--- config.mk ---
export PLATFORM = sky130hd
export DESIGN_NAME = dds_wavegen
export DESIGN_NICKNAME = d
export VERILOG_FILES = /design/src/rtl/dds_pkg.sv /design/src/rtl/dds_freq_sel.sv /design/src/rtl/dds_phase_acc.sv /design/src/rtl/dds_wave_rom.sv /design/src/rtl/dds_digit_dec.sv /design/src/rtl/dds_wavegen.sv
export SDC_FILE = /design/constraint.sdc
export NUM_CORES = 1
export LEC_CHECK = 0
export ABC_AREA = 1
export BUFFER_PORTS_ARGS = -buffer_cell sky130_fd_sc_hd__buf_2
export CELL_PAD_IN_SITES_DETAIL_PLACEMENT = 0
export CELL_PAD_IN_SITES_GLOBAL_PLACEMENT = 1
export CORE_ASPECT_RATIO = 0.5
export CORE_UTILIZATION = 40
export DETAILED_ROUTE_END_ITERATION = 12
export GPL_TIMING_DRIVEN = 1
export PLACE_DENSITY = 0.82
export SLEW_MARGIN = 20
export SYNTH_ARGS = -nofsm -noshare
export SYNTH_HDL_FRONTEND = slang
export SYNTH_HIERARCHICAL = 1
export SYNTH_SLANG_ARGS = --single-unit
--- constraint.sdc ---
create_clock -name clk -period 3.25 [get_ports clk]
set_input_delay 0.1625 -clock clk [delete_from_list [all_inputs] [get_ports clk]]
set_output_delay 0.1625 -clock clk [all_outputs]
set_load 0.02 [all_outputs]
--- src/rtl/dds_pkg.sv ---
package dds_pkg;

    typedef enum logic [1:0] {
        ST_FLOOR = 2'd0,
        ST_INNER = 2'd1,
        ST_CEIL  = 2'd2
    } fsel_state_e;

    typedef enum logic [1:0] {
        MV_HOLD = 2'd0,
        MV_UP   = 2'd1,
        MV_DOWN = 2'd2
    } fsel_move_e;

    // rounded phase increment for a frequency given in kHz
    function automatic logic [63:0] tune_word(input int unsigned khz,
                                              input int unsigned clk_hz,
                                              input int unsigned acc_w);
        logic [63:0] num;
        logic [63:0] den;
        num = (64'(khz) * 64'd1000) << acc_w;
        den = 64'(clk_hz);
        return (num + (den >> 1)) / den;
    endfunction

    // offset-binary sine code for table entry k
    function automatic int sine_code(input int k, input int aw, input int ow);
        real amp;
        real ang;
        real v;
        int  r;
        amp = real'((1 << (ow - 1)) - 1);
        ang = 2.0 * 3.14159265358979323846 * real'(k) / real'(1 << aw);
        v   = amp * $sin(ang);
        if (v >= 0.0) r = $rtoi(v + 0.5);
        else          r = -$rtoi(0.5 - v);
        return (1 << (ow - 1)) + r;
    endfunction

endpackage

--- src/rtl/dds_freq_sel.sv ---
module dds_freq_sel
    import dds_pkg::*;
#(
    parameter int F_MIN = 1,
    parameter int F_MAX = 10,
    parameter int KHZ_W = 4
) (
    input  logic             clk,
    input  logic             rst,
    input  logic             step_up,
    input  logic             step_dn,
    output logic [KHZ_W-1:0] khz
);
    localparam logic [KHZ_W-1:0] K_MIN = KHZ_W'(F_MIN);
    localparam logic [KHZ_W-1:0] K_MAX = KHZ_W'(F_MAX);

    fsel_state_e      state_q, state_d;
    logic [KHZ_W-1:0] khz_q, khz_d;
    fsel_move_e       move;

    always_comb begin
        if (step_up && !step_dn)      move = MV_UP;
        else if (step_dn && !step_up) move = MV_DOWN;
        else                          move = MV_HOLD;
    end

    // next state and next setting
    always_comb begin
        state_d = state_q;
        khz_d   = khz_q;
        unique case (state_q)
            ST_FLOOR: begin
                if (move == MV_UP) begin
                    khz_d   = khz_q + 1'b1;
                    state_d = (khz_q + 1'b1 == K_MAX) ? ST_CEIL : ST_INNER;
                end
            end
            ST_INNER: begin
                if (move == MV_UP) begin
                    khz_d   = khz_q + 1'b1;
                    state_d = (khz_q + 1'b1 == K_MAX) ? ST_CEIL : ST_INNER;
                end else if (move == MV_DOWN) begin
                    khz_d   = khz_q - 1'b1;
                    state_d = (khz_q - 1'b1 == K_MIN) ? ST_FLOOR : ST_INNER;
                end
            end
            ST_CEIL: begin
                if (move == MV_DOWN) begin
                    khz_d   = khz_q - 1'b1;
                    state_d = (khz_q - 1'b1 == K_MIN) ? ST_FLOOR : ST_INNER;
                end
            end
            default: begin
                state_d = ST_FLOOR;
                khz_d   = K_MIN;
            end
        endcase
    end

    // state register
    always_ff @(posedge clk) begin
        if (rst) begin
            state_q <= ST_FLOOR;
            khz_q   <= K_MIN;
        end else begin
            state_q <= state_d;
            khz_q   <= khz_d;
        end
    end

    // outputs
    always_comb begin
        khz = khz_q;
    end
endmodule

--- src/rtl/dds_phase_acc.sv ---
module dds_phase_acc #(
    parameter int ACC_W = 32,
    parameter int TOP_W = 8
) (
    input  logic             clk,
    input  logic             rst,
    input  logic [ACC_W-1:0] tw,
    output logic [TOP_W-1:0] phase_top
);
    logic [ACC_W-1:0] phase_q;

    always_ff @(posedge clk) begin
        if (rst) phase_q <= '0;
        else     phase_q <= phase_q + tw;
    end

    assign phase_top = phase_q[ACC_W-1 -: TOP_W];
endmodule

--- src/rtl/dds_wave_rom.sv ---
module dds_wave_rom
    import dds_pkg::*;
#(
    parameter int AW = 8,
    parameter int OW = 8
) (
    input  logic [AW-1:0] idx,
    output logic [OW-1:0] code
);
    localparam int DEPTH = 1 << AW;

    logic [OW-1:0] tab [DEPTH];

    for (genvar k = 0; k < DEPTH; k++) begin : g_entry
        assign tab[k] = OW'(sine_code(k, AW, OW));
    end

    assign code = tab[idx];
endmodule

--- src/rtl/dds_digit_dec.sv ---
module dds_digit_dec (
    input  logic [3:0] bcd,
    output logic [6:0] seg
);
    // active low, bit0 = a ... bit6 = g
    always_comb begin
        unique case (bcd)
            4'd0:    seg = 7'b1000000;
            4'd1:    seg = 7'b1111001;
            4'd2:    seg = 7'b0100100;
            4'd3:    seg = 7'b0110000;
            4'd4:    seg = 7'b0011001;
            4'd5:    seg = 7'b0010010;
            4'd6:    seg = 7'b0000010;
            4'd7:    seg = 7'b1111000;
            4'd8:    seg = 7'b0000000;
            4'd9:    seg = 7'b0010000;
            default: seg = 7'b1111111;
        endcase
    end
endmodule

--- src/rtl/dds_wavegen.sv ---
module dds_wavegen
    import dds_pkg::*;
#(
    parameter int CLK_HZ    = 50_000_000,
    parameter int ACC_W     = 32,
    parameter int OUT_W     = 8,
    parameter int F_MIN_KHZ = 1,
    parameter int F_MAX_KHZ = 10,
    parameter int SAW_KHZ   = 1
) (
    input  logic             clk,
    input  logic             rst,
    input  logic             mode_sine,
    input  logic             step_up,
    input  logic             step_dn,
    output logic [OUT_W-1:0] sample,
    output logic             sample_vld,
    output logic [3:0]       bcd_tens,
    output logic [3:0]       bcd_ones,
    output logic [6:0]       seg_tens,
    output logic [6:0]       seg_ones
);
    localparam int KHZ_W = $clog2(F_MAX_KHZ + 1);
    localparam logic [ACC_W-1:0] TW_SAW = ACC_W'(tune_word(SAW_KHZ, CLK_HZ, ACC_W));

    logic [KHZ_W-1:0] khz;
    logic [ACC_W-1:0] tw_tab [F_MIN_KHZ:F_MAX_KHZ];
    logic [ACC_W-1:0] tw_sel;
    logic [OUT_W-1:0] phase_top;
    logic [OUT_W-1:0] sine_val;
    logic [7:0]       khz8;
    logic [3:0]       digit [2];
    logic [6:0]       seg   [2];

    dds_freq_sel #(.F_MIN(F_MIN_KHZ), .F_MAX(F_MAX_KHZ), .KHZ_W(KHZ_W)) u_fsel (
        .clk(clk), .rst(rst), .step_up(step_up), .step_dn(step_dn), .khz(khz)
    );

    for (genvar g = F_MIN_KHZ; g <= F_MAX_KHZ; g++) begin : g_tw
        assign tw_tab[g] = ACC_W'(tune_word(g, CLK_HZ, ACC_W));
    end

    assign tw_sel = mode_sine ? tw_tab[khz] : TW_SAW;

    dds_phase_acc #(.ACC_W(ACC_W), .TOP_W(OUT_W)) u_acc (
        .clk(clk), .rst(rst), .tw(tw_sel), .phase_top(phase_top)
    );

    dds_wave_rom #(.AW(OUT_W), .OW(OUT_W)) u_rom (
        .idx(phase_top), .code(sine_val)
    );

    always_ff @(posedge clk) begin
        if (rst) begin
            sample     <= '0;
            sample_vld <= 1'b0;
        end else begin
            sample     <= mode_sine ? sine_val : phase_top;
            sample_vld <= 1'b1;
        end
    end

    assign khz8     = 8'(khz);
    assign digit[0] = 4'(khz8 % 8'd10);
    assign digit[1] = 4'(khz8 / 8'd10);

    for (genvar d = 0; d < 2; d++) begin : g_digit
        dds_digit_dec u_dec (.bcd(digit[d]), .seg(seg[d]));
    end

    assign bcd_ones = digit[0];
    assign bcd_tens = digit[1];
    assign seg_ones = seg[0];
    assign seg_tens = seg[1];
endmodule

* Word-level counts from Yosys, hierarchy flattened
Memory sizes are Yosys's and may differ from the RTL's.
Cells that the tools add are included.
** Storage, ports and cells
- Output and inout bits :: 31
- Bits in read-only memories :: 2784
- Bits of input ports :: 5
- Memories kept :: 4
- Register bits after elaboration :: 47
- Word-level logic and storage cells :: 49
** Memories
- (name not given) :: depth 256, width 8, read ports 1, clocked after memory_dff 0, write ports 0, line dds_wave_rom.sv:18 : assign code = tab[idx];
- (name not given) :: depth 16, width 32, read ports 1, clocked after memory_dff 0, write ports 0, line dds_wavegen.sv:43 : assign tw_sel = mode_sine ? tw_tab[khz] : TW_SAW;
- (name not given) :: depth 16, width 7, read ports 1, clocked after memory_dff 0, write ports 0, line dds_digit_dec.sv:7 : unique case (bcd)
- (name not given) :: depth 16, width 7, read ports 1, clocked after memory_dff 0, write ports 0, line dds_digit_dec.sv:7
** Cells by class
- Reductions and logical operators :: 5
- Eq/ne operators :: 7
- Multiplexer cells :: 19
- Add/subtract/negate cells :: 3
- $lt $le $gt $ge :: 2
- Divide/modulo/power cells :: 2
- Bitwise operators :: 2
** Operators with widths (count)
- $mux W32 :: 3
- $add A32 B32 Y32 :: 1
- $mux W8 :: 3
- $mux W2 :: 6
- $mux W4 :: 3
- $pmux W4 S3 :: 1
- $ge A9 B9 Y1 const B :: 1
- $not A8 Y9 :: 1
- $div A4 B4 Y8 const B :: 1
- $mod A4 B4 Y8 const B :: 1
- $pmux W2 S3 :: 1
- $ge A5 B5 Y1 const B :: 1
- $not A4 Y5 :: 1
- $add A4 B1 Y4 const B :: 1
- $eq A2 B1 Y1 const B :: 2
- $eq A2 B2 Y1 const B :: 2
- $eq A4 B1 Y1 const B :: 1
- $eq A4 B4 Y1 const B :: 1
- $sub A4 B1 Y4 const B :: 1
- $logic_and A1 B1 Y1 :: 2
- $logic_not A1 Y1 :: 2
- $logic_not A2 Y1 :: 1
- $mux W1 :: 2
- $ne A2 B1 Y1 const B :: 1

* Depth between registers and ports, before layout
Gate-level depths: netlist (run 1).
- Word-level depth :: 8
- Gate-level depth with buffers :: 19
- Depth with buffers taken out :: 19

* Cells and area by module
The synthesis (run 1) kept the hierarchy.
** By module, submodules not included
- dds_phase_acc :: area an instance 3323.2 µm², instances 1, sequential area each 640.6 µm², cells each 581
- dds_wave_rom :: area an instance 1929.4 µm², instances 1, sequential area each 0.0 µm², cells each 407
- dds_wavegen :: area an instance 837.1 µm², instances 1, sequential area each 180.2 µm², cells each 135
- dds_freq_sel :: area an instance 509.2 µm², instances 1, sequential area each 120.1 µm², cells each 84
- dds_digit_dec :: area an instance 187.7 µm², instances 2, sequential area each 0.0 µm², cells each 35

* Least setup slack after synthesis (run 1)
No wires, ideal clock.
- Kind :: register to register
- Start point :: register u_fsel.khz_q[0] (netlist: u_fsel/khz[0])
- End point :: register u_acc.phase_q[31]
- Stages on the path, launching flop included :: 18
- Buffers on the path :: 1
- Path slack :: 0.526 ns
- Arrival time :: 2.609 ns
- Period minus slack after synthesis :: 2.724 ns
- Cell sequence :: dfxtp_1 > inv_1 > ha_1 > nor2_1 > nand2_1 > nand2_1 > nor2_1 > ha_1 > buf_6 > or2_4 > nand3_1 > nand2_2 > nand2_2 > nand2_2 > nand2_2 > nand3_2 > nand2_1 > nor2_1
** On the way
- Longest elaborated chain between the ends :: 6
** RTL lines
- from (decl) :: line dds_freq_sel.sv:18 : logic [KHZ_W-1:0] khz_q, khz_d;
- from (signal assigned) :: line dds_freq_sel.sv:67 : khz_q <= khz_d;
- $not A4 Y5 (not written as such) :: line dds_wavegen.sv:43
- $mem_v2 Z16 W32
- $mux W32 (not written as such) (2 in series) :: line dds_wavegen.sv:43
- $mux W32 :: line dds_wavegen.sv:43
- named net tw_sel[2] :: line dds_wavegen.sv:28 : logic [ACC_W-1:0] tw_sel;
- $add A32 B32 Y32 :: line dds_phase_acc.sv:14 : else phase_q <= phase_q + tw;
- to (signal assigned) :: line dds_phase_acc.sv:14
- to (decl) :: line dds_phase_acc.sv:10 : logic [ACC_W-1:0] phase_q;
The timed path passes the listed nets, and every way through them passes these cells. The select of a mux whose other input is x is not followed.
A chain may end at the register's enable or synchronous reset.

* Worst setup path in the final report (run 1)
- Start point :: register u_fsel.khz_q[1] (netlist: u_fsel/khz[1])
- End point :: register u_acc.phase_q[20]
Same word-level chain as after synthesis.

==> flow_metrics.env, run 1 <==
export IMPL_status="finished, final reports clean"
export IMPL_clockBufferDepth=2
export IMPL_final_hold_viol_count=0
export IMPL_core_area_um2=16700
export IMPL_initial_core_util_pct=41.7
export IMPL_max_stage_delay_ns=0.47
export IMPL_hold_depth=2
export IMPL_clkTransAtPathRegs_ns=0.07
export IMPL_worst_pin_slew_ns=0.930
export IMPL_fin_crit_ns=2.84
export IMPL_max_slew_margin_pct=37.6
export IMPL_cp_required_ns=3.48
export IMPL_root_buffer="clkbuf_16"
export IMPL_dpl_hpwl_um=16800
export IMPL_synth_enable_flop_cells=0
export IMPL_clk_latency_ns=0.30
export IMPL_critical_path_slowest_cell="fa_1"
export IMPL_cts_sinks=47
export IMPL_finalSetupViolCount=0
export IMPL_gr_usage_all_layers_pct=24.5
export IMPL_rsz0062_at_grt="no"
export IMPL_worstPathArrival_ns=3.07
export IMPL_crit_path_max_fanout=10
export IMPL_worstReg2RegEnd="u_acc/phase_q[20]"
export IMPL_synthArstFlopShare_pct=0
export IMPL_ios=36
export IMPL_finalCritPeriodShare_pct=87.3
export IMPL_synth_seq_cells=47
export IMPL_synth_distinct_cells=38
export IMPL_placementRows=33
export IMPL_max_vdd_ir_drop_mv=0.227
export IMPL_synth_cell_area_um2=6970
export IMPL_cts_tree="built"
export IMPL_htree_levels=2
export IMPL_synthFlopType="dfxtp_1"
export IMPL_remaining_drc_errors=0
export IMPL_grt_overflow_total=0
export IMPL_gp_congestion=1.00
export IMPL_hold_end="u_acc/phase_q[0]"
export IMPL_vias_per_cell=5.05
export IMPL_clock_fmax_mhz=353
export IMPL_detail_route_first_pass_iterations=5
export IMPL_die_area_um2=18000
export IMPL_r2r_start="u_fsel/khz[1]"
export IMPL_critPathKind="reg2reg"
export IMPL_maxSlewViolCount=0
export IMPL_die_width_um=189
export IMPL_finalSetupTns_ns=0
export IMPL_antenna_found_initial=0
export IMPL_layout_nets=1394
export IMPL_io_buffer_count=29
export IMPL_netlist_instances=1277
export IMPL_ys_seq_area_share_pct=13.5
export IMPL_syn_area_per_cell_um2=5.46
export IMPL_path_cells="inv_1 -> ha_1 -> o21ai_0 -> o21bai_1 -> ha_1 -> fa_1 -> nand3_1 -> nand3_1 -> nand3_1 -> nand3_1 -> nand2_1 -> nand2_1 -> nand2_1 -> nand2_1 -> nor2_1"
export IMPL_numCtsBuffers=5
export IMPL_p_leak_uw=0.00434
export IMPL_min_path_type="in2reg"
export IMPL_vias=7816
export IMPL_finalWorstSetupSlack_ns=0.414
export IMPL_cts_resized=0
export IMPL_antenna_diode_count=0
export IMPL_reg2reg_setup_slack_ns=0.41
export IMPL_wire_per_inst_um=14.0
export IMPL_drive_gt1_share_pct=11.1
export IMPL_drtIter0Drc=698
export IMPL_hp_start="rst"
export IMPL_die_height_um=95.4
export IMPL_antenna_left=0
export IMPL_fin_skew_ns=0.00487
export IMPL_drv_cap=0
export IMPL_end_kind="flop"
export IMPL_cts_setup_buffers=0
export IMPL_rr_worst_depth=15
export IMPL_p_per_area_nw_per_um2=638
export IMPL_yosysWarnings=6
export IMPL_cts_hold_buf=0
export IMPL_grt_pass1_wl_um=35100
export IMPL_final_cells=1547
export IMPL_place_inst=1539
export IMPL_grt_pass1_vias=7078
export IMPL_drt_wl_total_um=21600
export IMPL_place_ws_ns=0.472
export IMPL_cp_start_kind="flop"
export IMPL_grt_max_degree=30
export IMPL_area_growth_syn_to_layout_pct=7.89
-- worst max path at each step --
stage | endpoint | slack (ns) | from
2_1_floorplan | u_acc/phase_q[31] | 0.53 | u_fsel/khz[0]
3_3_place_gp | u_acc/phase_q[20] | 0.52 | u_fsel/khz[1]
3_5_place_dp | u_acc/phase_q[28] | 0.47 | u_fsel/khz[1]
4_1_cts | u_acc/phase_q[20] | 0.45 | u_fsel/khz[1]
5_1_grt | u_acc/phase_q[20] | 0.15 | u_fsel/khz[1]
6_report | u_acc/phase_q[20] | 0.41 | u_fsel/khz[1]
-- sequential cells by signal, indices dropped and copies added (netlist names) --
signal	cells
sample	8
u_fsel/khz	4
u_fsel/state_q	2
u_acc/phase_q	32
sample_vld	1
-- routing by layer --
layer / GRT usage [%] / share of wire, % / up-vias
met5: 0 / 0 / -
met1: 32.6 / 47 / 3437
li1: - / - / 4037
met2: 41.5 / 44 / 300
met4: 7.26 / 2.1 / 0
met3: 3.17 / 7.0 / 42
-- cell type report --
class	instances	area, um2
clock buffer	6	139
clock inverter	2	35.0
fill	1869	9200
inverter	198	744
multi-input combinational	1024	5120
sequential	47	941
tap	227	284
timing repair buffer	43	263
-- worst max-delay path, delay by kind of cell, from the launching register on --
kind                       cells  cell delay (ns)
and+or+nand+nor                9             0.90
AOI/OAI and AO/OA              2             0.31
buffers and inverters          1             0.24
adders and majority gates      3             0.99
DFF                            1             0.31
-- cells in the mapped netlist, types with 7 or more instances --
| library cell | number | area [um2] |
|---|---|---|
| nand2_1 | 460 | 1730 |
| inv_1 | 165 | 619 |
| nor2_1 | 118 | 443 |
| nand3_1 | 113 | 566 |
| ha_1 | 69 | 863 |
| a21oi_1 | 63 | 315 |
| o21ai_0 | 56 | 280 |
| dfxtp_1 | 47 | 941 |
| nand2_2 | 29 | 181 |
| inv_2 | 28 | 105 |
| buf_4 | 20 | 150 |
| nor2_2 | 13 | 81.3 |
| o21ai_1 | 12 | 60.1 |
| buf_2 | 10 | 50.1 |
| buf_6 | 7 | 78.8 |
-- metrics by stage --
step,power [uW],hold slack (ns),utilization (%),instance area [um2]
floorplan,3360,0.234,-,7090
global placement,4090,0.509,44.0,7350
detailed placement,4080,0.519,44.0,7350
CTS,4740,0.208,45.0,7520
global route,5250,0.233,45.0,7520
finish,4800,0.214,45.0,7520
-- report_power, final --
group	switching (uW)	total, uW	internal (uW)
Combinational	2280	3330	1050
Sequential	112	840	729
Clock	249	633	384
-- logic make-up after synthesis --
| logic type | after synthesis | synth area share, % |
|---|---|---|
| AOI/OAI and AO/OA | 156 | 12.2 |
| xor gates and xnor gates | 2 | 0.251 |
| adders and majority gates | 70 | 12.7 |
| buffers and inverters | 236 | 14.7 |
| DFF | 47 | 13.5 |
| other | 2 | 0.108 |
| and+or+nand+nor | 764 | 46.5 |
-- placed cells by master, fill, tap and decap left out, types with 4 or more instances in the layout --
cell type  instances
nor2_2            13
buf_4             13
nand2_2           29
nand3_1          113
nor2_1           118
nand2_1          460
inv_1            165
o21bai_1           5
inv_2             28
nand3_2            6
ha_1              69
a21oi_2            5
o21ai_0           56
conb_1            32
nand4_1            6
buf_2             29
clkbuf_16          5
o21ai_1           12
nor3_1             5
clkinv_1           4
nor3_2             5
dfxtp_1           47
o211ai_1           5
a21oi_1           63
(Power assumes the default switching activity.)
==> inputs of run 2 (changes only) <==
--- a/config.mk
+++ b/config.mk
@@ -17,5 +17,4 @@
 export SLEW_MARGIN = 20
 export SYNTH_ARGS = -nofsm -noshare
 export SYNTH_HDL_FRONTEND = slang
-export SYNTH_HIERARCHICAL = 1
 export SYNTH_SLANG_ARGS = --single-unit
==> flow_metrics.env, run 2 <==
export IMPL_finalCritPeriodShare_pct=94.4
export IMPL_yosysMostFrequentCell="nand2_1"
export IMPL_rsz0062_at_grt="yes"
export IMPL_synth_top_area_share_pct=21.0
export IMPL_worstPathArrival_ns=3.30
export IMPL_dpl_hpwl_um=14400
export IMPL_die_width_um=167
export IMPL_largest_reg_flops=32
export IMPL_syn_area_per_cell_um2=5.59
export IMPL_ios=36
export IMPL_yosysWarnings=0
export IMPL_antenna_found_initial=0
export IMPL_placementRows=29
export IMPL_clk_latency_ns=0.29
export IMPL_clkTransAtPathRegs_ns=0.07
export IMPL_drive_gt1_share_pct=7.36
export IMPL_layout_commonest_cell="nand2_1"
export IMPL_hold_end="u_acc.phase_q[1]"
export IMPL_post_dp_cell_area_um2=5730
export IMPL_place_inst=1153
export IMPL_clockBufferDepth=2
export IMPL_synth_distinct_cells=39
export IMPL_cts_tree="built"
export IMPL_finalSetupViolCount=0
export IMPL_synth_cells_most_frequent="303 x nand2_1, 125 x nor2_1, 91 x inv_1"
export IMPL_fill_cells=1422
export IMPL_min_path_type="in2reg"
export IMPL_synth_enable_flop_cells=0
export IMPL_core_area_um2=13000
export IMPL_antenna_diode_count=0
export IMPL_drt_wl_total_um=19000
export IMPL_regMostFlops="u_acc.phase_q"
export IMPL_antenna_left=0
export IMPL_fin_crit_ns=3.07
export IMPL_critPathKind="reg2reg"
export IMPL_vias=6468
export IMPL_status="finished, final reports clean"
export IMPL_vias_per_cell=5.57
export IMPL_synth_largest_area_cell="nand2_1"
export IMPL_netlist_instances=970
export IMPL_layout_common_cells="303 x nand2_1, 124 x nor2_1, 90 x inv_1"
export IMPL_io_buffer_count=29
export IMPL_worstReg2RegEnd="u_acc.phase_q[18]"
export IMPL_die_area_um2=14100
export IMPL_clock_fmax_mhz=326
export IMPL_grt_overflow_total=0
export IMPL_drv_cap=0
export IMPL_detail_route_first_pass_iterations=8
export IMPL_layout_nets=1046
export IMPL_remaining_drc_errors=0
export IMPL_synth_cell_area_um2=5420
export IMPL_htree_levels=2
export IMPL_ys_seq_area_share_pct=17.3
export IMPL_root_buffer="clkbuf_16"
export IMPL_drtIter0Drc=567
export IMPL_maxSlewViolCount=0
export IMPL_gr_usage_all_layers_pct=27.8
export IMPL_rr_worst_depth=15
export IMPL_cp_required_ns=3.48
export IMPL_grt_max_degree=34
export IMPL_reg2reg_setup_slack_ns=0.18
export IMPL_hp_start="rst"
export IMPL_cts_sinks=47
export IMPL_hold_depth=2
export IMPL_gp_congestion=0.996
export IMPL_grt_pass1_wl_um=31300
export IMPL_wire_per_inst_um=16.4
export IMPL_p_leak_uw=0.00294
export IMPL_power_total_uw=2350
export IMPL_worst_pin_slew_ns=0.983
export IMPL_initial_core_util_pct=41.9
export IMPL_final_cells=1162
export IMPL_grt_pass1_vias=5922
export IMPL_finalInstanceArea_um2=5880
export IMPL_fin_skew_ns=0.00638
export IMPL_end_kind="flop"
export IMPL_max_vdd_ir_drop_mv=0.257
export IMPL_die_height_um=84.3
export IMPL_crit_path_max_fanout=8
export IMPL_cp_start_kind="flop"
export IMPL_synthArstFlopShare_pct=0
export IMPL_max_slew_margin_pct=34.4
export IMPL_final_hold_viol_count=0
export IMPL_area_growth_syn_to_layout_pct=8.49
export IMPL_synth_seq_cells=47
export IMPL_ys_top_cells_by_area="nand2_1 21%, dfxtp_1 17%, ha_1 11%"
export IMPL_p_per_area_nw_per_um2=400
export IMPL_synthFlopType="dfxtp_1"
export IMPL_numCtsBuffers=5
export IMPL_r2r_start="u_fsel.khz[0]"
-- run 2: changes by cell type after synthesis, moves of 11 or more --
cell	previous run	this run
nand2_1	460	303
inv_1	165	91
nand3_1	113	82
nand2_2	29	2
inv_2	28	2
a21oi_1	63	85
ha_1	69	49
o21ai_0	56	76
clkbuf_1	1	12
-- run 2: metal layers --
layer  part of all wire, %  GRT usage, %  vias up
met4                   2.4          8.50        0
met2                    46          48.5      302
met1                    44          36.1     2942
li1                      -             -     3189
met3                   7.3          3.30       35
met5                     0             0        -
-- run 2: cells by family after synthesis --
kind of cell | count (synthesis) | share of synthesized area [%]
adders and majority gates | 50 | 11.7
buffers and inverters | 134 | 10.6
AOI/OAI and AO/OA | 195 | 19.5
and+or+nand+nor | 541 | 40.6
other | 2 | 0.138
xor gates and xnor gates | 1 | 0.162
DFF | 47 | 17.3
-- run 2: timing repair --
| action | in CTS | in global routing |
|---|---|---|
| setup buffers | 0 | 1 |
| hold endpoints to repair | 0 | 0 |
| setup endpoints to repair | 0 | 4 |
| gates resized for setup | 0 | 5 |
| hold buffers | 0 | 0 |
-- run 2: worst max-delay path: stages (launching register included) --
cell      delay (ns)
dfxtp_1         0.34
inv_1           0.14
ha_1            0.32
inv_1           0.10
nand2_1         0.08
a21oi_1         0.23
nor3_1          0.09
ha_1            0.35
a21oi_1         0.26
o21ai_0         0.17
a21oi_1         0.36
o211ai_1        0.16
buf_4           0.18
nand2_1         0.05
nand2_1         0.05
nor2_1          0.10
-- run 2: cell type report --
type                            count  area (um2)  share of cell area, %
Inverter                           94         353                   6.00
Clock inverter                      1        5.00                 0.0851
Multi-Input combinational cell    793        3940                   66.9
Tap cell                          170         213                   3.61
Clock buffer                        7         133                   2.25
Sequential cell                    47         941                   16.0
Timing Repair Buffer               50         303                   5.15
-- run 2: through the flow --
stage          util [%]  hold WS [ns]  TNS (ns)  worst slack [ns]
2_1_floorplan         -         0.310         0             0.304
3_5_place_dp       44.2         0.476         0            0.0864
3_3_place_gp       44.2         0.469         0            0.0898
4_1_cts            45.3         0.259         0            0.0664
5_1_grt            45.4         0.273   -0.0172           -0.0106
6_report           45.4         0.254         0             0.181
-- run 2: worst max path at each step --
stage,cells after the start,end,from
6_report,15,u_acc.phase_q[18],u_fsel.khz[0]
3_5_place_dp,16,u_acc.phase_q[18],u_fsel.khz[1]
4_1_cts,16,u_acc.phase_q[18],u_fsel.khz[1]
3_3_place_gp,16,u_acc.phase_q[18],u_fsel.khz[1]
5_1_grt,11,seg_ones[3],u_fsel.khz[0]
2_1_floorplan,11,seg_ones[5],u_fsel.khz[0]
-- run 2: power by group --
part / leakage (uW) / internal [uW] / switching (uW) / total, uW
logic: 0.00249 / 372 / 748 / 1120
clock network: 0.0000679 / 285 / 229 / 515
registers: 0.000386 / 676 / 42.0 / 718
